<file path="src/rtl/serial_rx_pkg.sv">
package serial_rx_pkg;

  localparam int MAX_BITS = 8;

  localparam logic [1:0] STOP_ONE      = 2'd0;
  localparam logic [1:0] STOP_ONE_HALF = 2'd1;

  typedef enum logic [2:0] {
    ST_HUNT,
    ST_START,
    ST_DATA,
    ST_PARITY,
    ST_STOP1,
    ST_STOP2,
    ST_BRKWAIT
  } rxState_t;

  typedef struct packed {
    logic clear;
    logic shiftData;
    logic sampleParity;
    logic push;
    logic frameBad;
    logic breakSeen;
  } rxStrobes_t;

endpackage

</file>
<file path="src/rtl/rx_ctrl.sv">
module rx_ctrl
  import serial_rx_pkg::*;
#(
  parameter int OSR = 16
) (
  input  logic       clk,
  input  logic       rstN,
  input  logic       sampleTick,
  input  logic       rxLine,
  input  logic       rxFall,
  input  logic [1:0] wordLen,
  input  logic       parityEn,
  input  logic [1:0] stopSel,
  output rxStrobes_t strobes
);

  localparam int CNT_W = $clog2(OSR);
  localparam logic [CNT_W-1:0] MID_CNT  = CNT_W'(OSR / 2 - 1);
  localparam logic [CNT_W-1:0] LAST_CNT = CNT_W'(OSR - 1);
  localparam logic [CNT_W-1:0] HALF_CNT = CNT_W'((OSR * 3) / 4 - 1);

  rxState_t         state, nState;
  logic [CNT_W-1:0] tickCnt, nTick;
  logic [2:0]       bitCnt, nBit;
  logic             zeroSoFar, nZero;
  logic             stopBad, nStopBad;
  logic [2:0]       lastBit;
  logic [CNT_W-1:0] stop2Limit;

  assign lastBit    = {1'b1, wordLen};
  assign stop2Limit = (stopSel == STOP_ONE_HALF) ? HALF_CNT : LAST_CNT;

  always_ff @(posedge clk or negedge rstN) begin
    if (!rstN) begin
      state     <= ST_HUNT;
      tickCnt   <= '0;
      bitCnt    <= '0;
      zeroSoFar <= 1'b0;
      stopBad   <= 1'b0;
    end else begin
      state     <= nState;
      tickCnt   <= nTick;
      bitCnt    <= nBit;
      zeroSoFar <= nZero;
      stopBad   <= nStopBad;
    end
  end

  always_comb begin
    nState   = state;
    nTick    = tickCnt;
    nBit     = bitCnt;
    nZero    = zeroSoFar;
    nStopBad = stopBad;
    strobes  = '0;
    unique case (state)
      ST_HUNT: begin
        if (rxFall) begin
          nState        = ST_START;
          nTick         = '0;
          nZero         = 1'b1;
          nStopBad      = 1'b0;
          strobes.clear = 1'b1;
        end
      end
      ST_START: begin
        if (sampleTick) begin
          if (tickCnt == MID_CNT) begin
            nTick = '0;
            nBit  = '0;
            if (rxLine) nState = ST_HUNT;
            else        nState = ST_DATA;
          end else begin
            nTick = tickCnt + 1'b1;
          end
        end
      end
      ST_DATA: begin
        if (sampleTick) begin
          if (tickCnt == LAST_CNT) begin
            strobes.shiftData = 1'b1;
            nTick = '0;
            if (rxLine) nZero = 1'b0;
            if (bitCnt == lastBit) nState = parityEn ? ST_PARITY : ST_STOP1;
            else                   nBit = bitCnt + 1'b1;
          end else begin
            nTick = tickCnt + 1'b1;
          end
        end
      end
      ST_PARITY: begin
        if (sampleTick) begin
          if (tickCnt == LAST_CNT) begin
            strobes.sampleParity = 1'b1;
            nTick  = '0;
            if (rxLine) nZero = 1'b0;
            nState = ST_STOP1;
          end else begin
            nTick = tickCnt + 1'b1;
          end
        end
      end
      ST_STOP1: begin
        if (sampleTick) begin
          if (tickCnt == LAST_CNT) begin
            nTick = '0;
            if (stopSel == STOP_ONE) begin
              strobes.push      = 1'b1;
              strobes.frameBad  = !rxLine;
              strobes.breakSeen = zeroSoFar && !rxLine;
              nState = (zeroSoFar && !rxLine) ? ST_BRKWAIT : ST_HUNT;
            end else begin
              nStopBad = !rxLine;
              if (rxLine) nZero = 1'b0;
              nState = ST_STOP2;
            end
          end else begin
            nTick = tickCnt + 1'b1;
          end
        end
      end
      ST_STOP2: begin
        if (sampleTick) begin
          if (tickCnt == stop2Limit) begin
            nTick             = '0;
            strobes.push      = 1'b1;
            strobes.frameBad  = stopBad || !rxLine;
            strobes.breakSeen = zeroSoFar && !rxLine;
            nState = (zeroSoFar && !rxLine) ? ST_BRKWAIT : ST_HUNT;
          end else begin
            nTick = tickCnt + 1'b1;
          end
        end
      end
      ST_BRKWAIT: begin
        if (rxLine) nState = ST_HUNT;
      end
      default: nState = ST_HUNT;
    endcase
  end

endmodule

</file>
<file path="src/rtl/rx_datapath.sv">
module rx_datapath
  import serial_rx_pkg::*;
#(
  parameter int DEPTH       = 16,
  parameter int SYNC_STAGES = 2
) (
  input  logic                         clk,
  input  logic                         rstN,
  input  logic                         rxSerial,
  input  rxStrobes_t                   strobes,
  input  logic [1:0]                   wordLen,
  input  logic                         parityEn,
  input  logic                         parityOdd,
  input  logic                         fifoEnable,
  input  logic                         readStrobe,
  output logic                         rxLine,
  output logic                         rxFall,
  output logic [MAX_BITS-1:0]          rdData,
  output logic                         dataReady,
  output logic                         overrun,
  output logic                         parityErr,
  output logic                         framingErr,
  output logic                         breakFlag,
  output logic [$clog2(DEPTH+1)-1:0]   fillLevel
);

  localparam int PTR_W   = $clog2(DEPTH);
  localparam int CNT_W   = $clog2(DEPTH + 1);
  localparam int ENTRY_W = MAX_BITS + 3;

  // input synchronizer, one flop per stage
  logic [SYNC_STAGES-1:0] syncReg;
  logic                   rxPrev;

  genvar s;
  generate
    for (s = 0; s < SYNC_STAGES; s++) begin : gSync
      if (s == 0) begin : gFirst
        always_ff @(posedge clk or negedge rstN) begin
          if (!rstN) syncReg[0] <= 1'b1;
          else       syncReg[0] <= rxSerial;
        end
      end else begin : gNext
        always_ff @(posedge clk or negedge rstN) begin
          if (!rstN) syncReg[s] <= 1'b1;
          else       syncReg[s] <= syncReg[s-1];
        end
      end
    end
  endgenerate

  assign rxLine = syncReg[SYNC_STAGES-1];

  always_ff @(posedge clk or negedge rstN) begin
    if (!rstN) rxPrev <= 1'b1;
    else       rxPrev <= rxLine;
  end

  assign rxFall = rxPrev && !rxLine;

  // character assembly
  logic [MAX_BITS-1:0] shiftReg;
  logic                parAcc;

  always_ff @(posedge clk or negedge rstN) begin
    if (!rstN) begin
      shiftReg <= '0;
      parAcc   <= 1'b0;
    end else if (strobes.clear) begin
      shiftReg <= '0;
      parAcc   <= 1'b0;
    end else if (strobes.shiftData) begin
      shiftReg <= {rxLine, shiftReg[MAX_BITS-1:1]};
      parAcc   <= parAcc ^ rxLine;
    end else if (strobes.sampleParity) begin
      parAcc   <= parAcc ^ rxLine;
    end
  end

  logic [MAX_BITS-1:0] alignedChar;
  logic                charParBad;
  logic [ENTRY_W-1:0]  newEntry;

  assign alignedChar = shiftReg >> (2'd3 - wordLen);
  assign charParBad  = parityEn && (parAcc ^ parityOdd) && !strobes.breakSeen;
  assign newEntry    = {strobes.breakSeen, strobes.frameBad || strobes.breakSeen,
                        charParBad, strobes.breakSeen ? '0 : alignedChar};

  // receive queue
  logic [ENTRY_W-1:0] mem [DEPTH];
  logic [PTR_W-1:0]   wrPtr, rdPtr;
  logic [CNT_W-1:0]   count, capacity;
  logic               fifoEnPrev, flush, pop, room, pushOk, lostChar;

  assign capacity = fifoEnable ? CNT_W'(DEPTH) : CNT_W'(1);
  assign flush    = fifoEnable ^ fifoEnPrev;
  assign pop      = readStrobe && (count != '0) && !flush;
  assign room     = (count < capacity) || pop;
  assign pushOk   = strobes.push && !flush && room;
  assign lostChar = strobes.push && !flush && !room;

  function automatic logic [PTR_W-1:0] bump(input logic [PTR_W-1:0] p);
    return (p == PTR_W'(DEPTH - 1)) ? '0 : p + 1'b1;
  endfunction

  always_ff @(posedge clk) begin
    if (pushOk) mem[wrPtr] <= newEntry;
  end

  always_ff @(posedge clk or negedge rstN) begin
    if (!rstN) begin
      wrPtr      <= '0;
      rdPtr      <= '0;
      count      <= '0;
      fifoEnPrev <= 1'b0;
      overrun    <= 1'b0;
    end else begin
      fifoEnPrev <= fifoEnable;
      if (flush) begin
        wrPtr <= '0;
        rdPtr <= '0;
        count <= '0;
      end else begin
        if (pushOk) wrPtr <= bump(wrPtr);
        if (pop)    rdPtr <= bump(rdPtr);
        count <= count + CNT_W'(pushOk) - CNT_W'(pop);
      end
      if (lostChar)        overrun <= 1'b1;
      else if (readStrobe) overrun <= 1'b0;
    end
  end

  logic [ENTRY_W-1:0] headEntry;
  assign headEntry  = (count != '0) ? mem[rdPtr] : '0;
  assign rdData     = headEntry[MAX_BITS-1:0];
  assign parityErr  = headEntry[MAX_BITS];
  assign framingErr = headEntry[MAX_BITS+1];
  assign breakFlag  = headEntry[MAX_BITS+2];
  assign dataReady  = (count != '0);
  assign fillLevel  = count;

endmodule

</file>
<file path="src/rtl/serial_rx_core.sv">
module serial_rx_core
  import serial_rx_pkg::*;
#(
  parameter int DEPTH       = 16,
  parameter int OSR         = 16,
  parameter int SYNC_STAGES = 2
) (
  input  logic                       clk,
  input  logic                       rstN,
  input  logic                       rxSerial,
  input  logic                       sampleTick,
  input  logic [1:0]                 wordLen,
  input  logic                       parityEn,
  input  logic                       parityOdd,
  input  logic [1:0]                 stopSel,
  input  logic                       fifoEnable,
  input  logic                       readStrobe,
  output logic [7:0]                 rdData,
  output logic                       dataReady,
  output logic                       overrun,
  output logic                       parityErr,
  output logic                       framingErr,
  output logic                       breakFlag,
  output logic [$clog2(DEPTH+1)-1:0] fillLevel
);

  rxStrobes_t strobes;
  logic       rxLine, rxFall;

  rx_ctrl #(.OSR(OSR)) uCtrl (
    .clk(clk), .rstN(rstN), .sampleTick(sampleTick), .rxLine(rxLine),
    .rxFall(rxFall), .wordLen(wordLen), .parityEn(parityEn),
    .stopSel(stopSel), .strobes(strobes)
  );

  rx_datapath #(.DEPTH(DEPTH), .SYNC_STAGES(SYNC_STAGES)) uPath (
    .clk(clk), .rstN(rstN), .rxSerial(rxSerial), .strobes(strobes),
    .wordLen(wordLen), .parityEn(parityEn), .parityOdd(parityOdd),
    .fifoEnable(fifoEnable), .readStrobe(readStrobe), .rxLine(rxLine),
    .rxFall(rxFall), .rdData(rdData), .dataReady(dataReady),
    .overrun(overrun), .parityErr(parityErr), .framingErr(framingErr),
    .breakFlag(breakFlag), .fillLevel(fillLevel)
  );

endmodule

</file>
<file path="config.mk">
export PLATFORM = sky130hd
export DESIGN_NAME = serial_rx_core
export DESIGN_NICKNAME = d
export VERILOG_FILES = /design/src/rtl/serial_rx_pkg.sv /design/src/rtl/rx_ctrl.sv /design/src/rtl/rx_datapath.sv /design/src/rtl/serial_rx_core.sv
export SDC_FILE = /design/constraint.sdc
export NUM_CORES = 1
export LEC_CHECK = 0
export CAP_MARGIN = 25
export CORE_MARGIN = 2
export CORE_UTILIZATION = 45
export CTS_CLUSTER_DIAMETER = 80
export DETAILED_ROUTE_END_ITERATION = 16
export SKIP_LAST_GASP = 1
export SYNTH_ARGS = -nofsm -noshare
export SYNTH_HDL_FRONTEND = slang
export SYNTH_HIERARCHICAL = 1
export SYNTH_SLANG_ARGS = --single-unit
</file>
<file path="constraint.sdc">
create_clock -name clk -period 7.95 [get_ports clk]
set_clock_uncertainty 0.15 [all_clocks]
set_input_delay 1.1925 -clock clk [delete_from_list [all_inputs] [get_ports clk]]
set_output_delay 1.1925 -clock clk [all_outputs]
set_load 0.02 [all_outputs]
</file>
==> summary.txt <==
post-DR wirelength/cell: 21.7 um
crit path DAT: 3.45 ns
max_slew headroom: 33.6%
Die W: 149 um
Filler cells: 1684
Placer Congestion: 0.818
CTS max path bufs: 3
DRC viols: 0
Final Hold Vio Count: 0
Initial Util: 45.5%
VDD IR max: 0.242 mV
most instantiated cells after synthesis: edfxtp_1, mux4_2, dfrtp_1
Period minus WS final: 4.79 ns
largest net degree at the start of global routing: 50
CTS tree: yes
fin crit share: 60.3%
outcome: completed
Worst Path Required: 6.61 ns
Iteration-0 DRC Markers: 318
combinational share of power: 23.5%
Die ar.: 22300 um^2
top-count cell post-synth: edfxtp_1
ratio of cells with drive above 1 in the final layout: 20.4%
Root Buffer Master: clkbuf_16
worst hold slack: 0.206 ns
Synth Area in Compound Gates: 5.66%
post-cts resize count: 0
Hold Path Sink: uPath/rxLine
Crit Path Max Fanout: 34
area share of fa/ha/maj cells after synthesis: 2.19%
Leakage: 3.54 nW
Mapped Avg Cell Area: 16.5 um^2
TritonCTS Sinks: 215
Achievable Freq: 0.209 GHz
Post-synth EDFFs: 176
commonest register cell after synthesis: edfxtp_1
CP Class: reg -> out
vias in the first global route: 5298
hold buffers post-CTS: 0
Via density: 5.74
#FFs+latches synth: 215
Final setup viols: 0
Switching Fraction: 27.9%
share of power burned in registers: 43.0%
synth top area cells: edfxtp_1, mux4_2, dfrtp_1
synthesized cell area: 9500 um^2
mux share of post-synthesis cell area: 15.6%
Reg2Reg Depth: 12
Gate Count Post-Synth: 575
switching power: 0.000853 W
Simple-Gate Fraction of Synth Area: 7.29%
Buffers on Ports: 29
largest family of logic cells by synthesized area: multiplexers
first drt pass iteration count: 4
DP HPWL: 12300 um
DR vias: 5207
DIE HEIGHT: 149 um
total track usage: 18.3%
Post-DRT Antenna Nets: 0
total of max-cap violations: 0
Worst setup SP type: flop
Final nets: 644
Rows: 53
Hold Path Class: reg -> reg
Post-Route WL: 19700 um
hold path cells: 0
Least-Margin Pin Slew: 0.993 ns
Layout Cell Area excl Fill: 10900 um^2
R2R Setup Slk: 4.35 ns
Reg clk slew, reported paths: 0.06 ns
Hold Startpoint: uPath/syncReg[0]
max-slew violation count: 0
postcts setup bufs: 0
Async SR Flop Fraction: 18.1%
final setup TNS: 0 ns
syn nets: 603
critical register-to-register path startpoint: uPath/fillLevel[2]
number of diodes: 0
Placed Area: 10200 um^2
YS warnings: 6
worst skew pair latency: 0.50 ns
IO Pins: 30
sequential share of the synthesized area: 65.9%
post-synth top area share: 55.6%
Clock Power Share: 33.5%
pwr dens: 280 nW/um^2
GR Overflow Total: 0
antenna violations before repair: 0
Placeable Area: 20900 um^2
Yosys top cell by area: edfxtp_1
H-Tree Depth: 1
worst r2r dst: uPath/fillLevel[4]
total CTS buffers: 22
Syn-to-layout area delta: 15.0%
crit path capture type: output port
xor and xnor area share after synthesis: 1.18%
first-pass GRT wire length: 30600 um
RSZ-0062 raised after global routing: no
Internal: 0.00220 W
Synth cell types: 70
## metal layers
metal	vias to the layer above	part of all wire (%)	GRT usage, %
met5	-	0	0
met4	0	1.7	5.05
met3	24	5.4	2.72
met2	106	50	30.3
li1	2366	-	-
met1	2711	43	25.6
## stage by stage
stage | util, % | worst slack (ns) | total power [W] | std cells
floorplan | - | 3.75 | 0.00184 | 575
global placement | 48.6 | 3.42 | 0.00204 | 863
detailed placement | 48.6 | 3.31 | 0.00206 | 863
CTS | 52.1 | 3.02 | 0.00309 | 903
global route | 52.3 | 2.90 | 0.00320 | 907
finish | 52.3 | 3.16 | 0.00306 | 907
## power groups by stage
stage               Clock, W  Combinational [W]  Sequential [W]
floorplan                  0           0.000542         0.00130
global placement           0           0.000707         0.00133
detailed placement         0           0.000723         0.00134
CTS                  0.00105           0.000727         0.00132
global route         0.00110           0.000779         0.00132
finish               0.00103           0.000718         0.00131
## state kept, by name, indices dropped and copies added (netlist names), 3 cells and up
| register | cells |
|---|---|
| uCtrl/bitCnt | 3 |
| uPath/shiftReg | 8 |
| uCtrl/tickCnt | 4 |
| uPath/wrPtr | 4 |
| uCtrl/state | 3 |
| uPath/mem | 176 |
| uPath/fillLevel | 5 |
| uPath/rdPtr | 4 |
## cells by family (layout without fill, tap and decap cells)
kind of cell | count (synthesis) | after routing
flip-flops | 215 | 215
multiplexers | 87 | 87
buffers and inverters | 48 | 105
AO/OA/AOI/OAI | 77 | 77
adder cells (fa/ha/maj) | 16 | 16
AND/OR/NAND/NOR | 120 | 120
XOR/XNOR | 12 | 12
## worst max path at each step
stage / start / to / depth (start not counted)
after global placement: fifoEnable / uPath/fillLevel[4] / 13
after global routing: uPath/rdPtr[0] / rdData[3] / 5
after detailed placement: fifoEnable / uPath/fillLevel[4] / 13
final: uPath/rdPtr[0] / breakFlag / 5
after CTS: uPath/rdPtr[0] / breakFlag / 5
after floorplan: fifoEnable / uPath/mem[0][0] / 6
## final cells by class
| class | instances | area, um^2 | area share (%) |
|---|---|---|---|
| Sequential cell | 215 | 6270 | 57.4 |
| Multi-Input combinational cell | 312 | 3080 | 28.2 |
| Clock buffer | 26 | 587 | 5.37 |
| Timing Repair Buffer | 49 | 448 | 4.10 |
| Tap cell | 275 | 344 | 3.15 |
| Clock inverter | 14 | 138 | 1.26 |
| Inverter | 16 | 60.1 | 0.550 |
## worst max-delay path, stage by stage, from the launching register on
cell and delay, ns:
dfrtp_2 0.66, buf_4 0.66, mux4_2 0.59, mux2i_1 0.29, o22ai_1 0.14, clkdlybuf4s50_1 0.57
## cell usage in the layout (no fill, tap or decap), types with 4 or more instances in the layout
master / synthesis / final
o21ai_0: 9 / 9
nand2b_1: 6 / 6
nand3_1: 9 / 9
nor4_2: 1 / 5
mux2i_1: 35 / 35
buf_4: 2 / 19
xor2_1: 6 / 6
clkdlybuf4s50_1: 0 / 28
nor4b_2: 0 / 4
dfrtp_1: 36 / 34
a21oi_1: 18 / 18
inv_1: 14 / 14
and2_1: 4 / 4
nand2_1: 20 / 20
xnor2_1: 5 / 5
ha_1: 15 / 15
clkbuf_16: 0 / 23
edfxtp_1: 176 / 176
a31oi_1: 4 / 4
nor2_1: 30 / 30
o21ai_1: 6 / 6
nor3_1: 4 / 4
o22ai_1: 12 / 12
clkinv_2: 0 / 5
mux4_2: 48 / 48
nor2b_1: 9 / 9
clkinv_1: 1 / 7
and4_1: 8 / 8
Power figures use the tool's default switching activity.
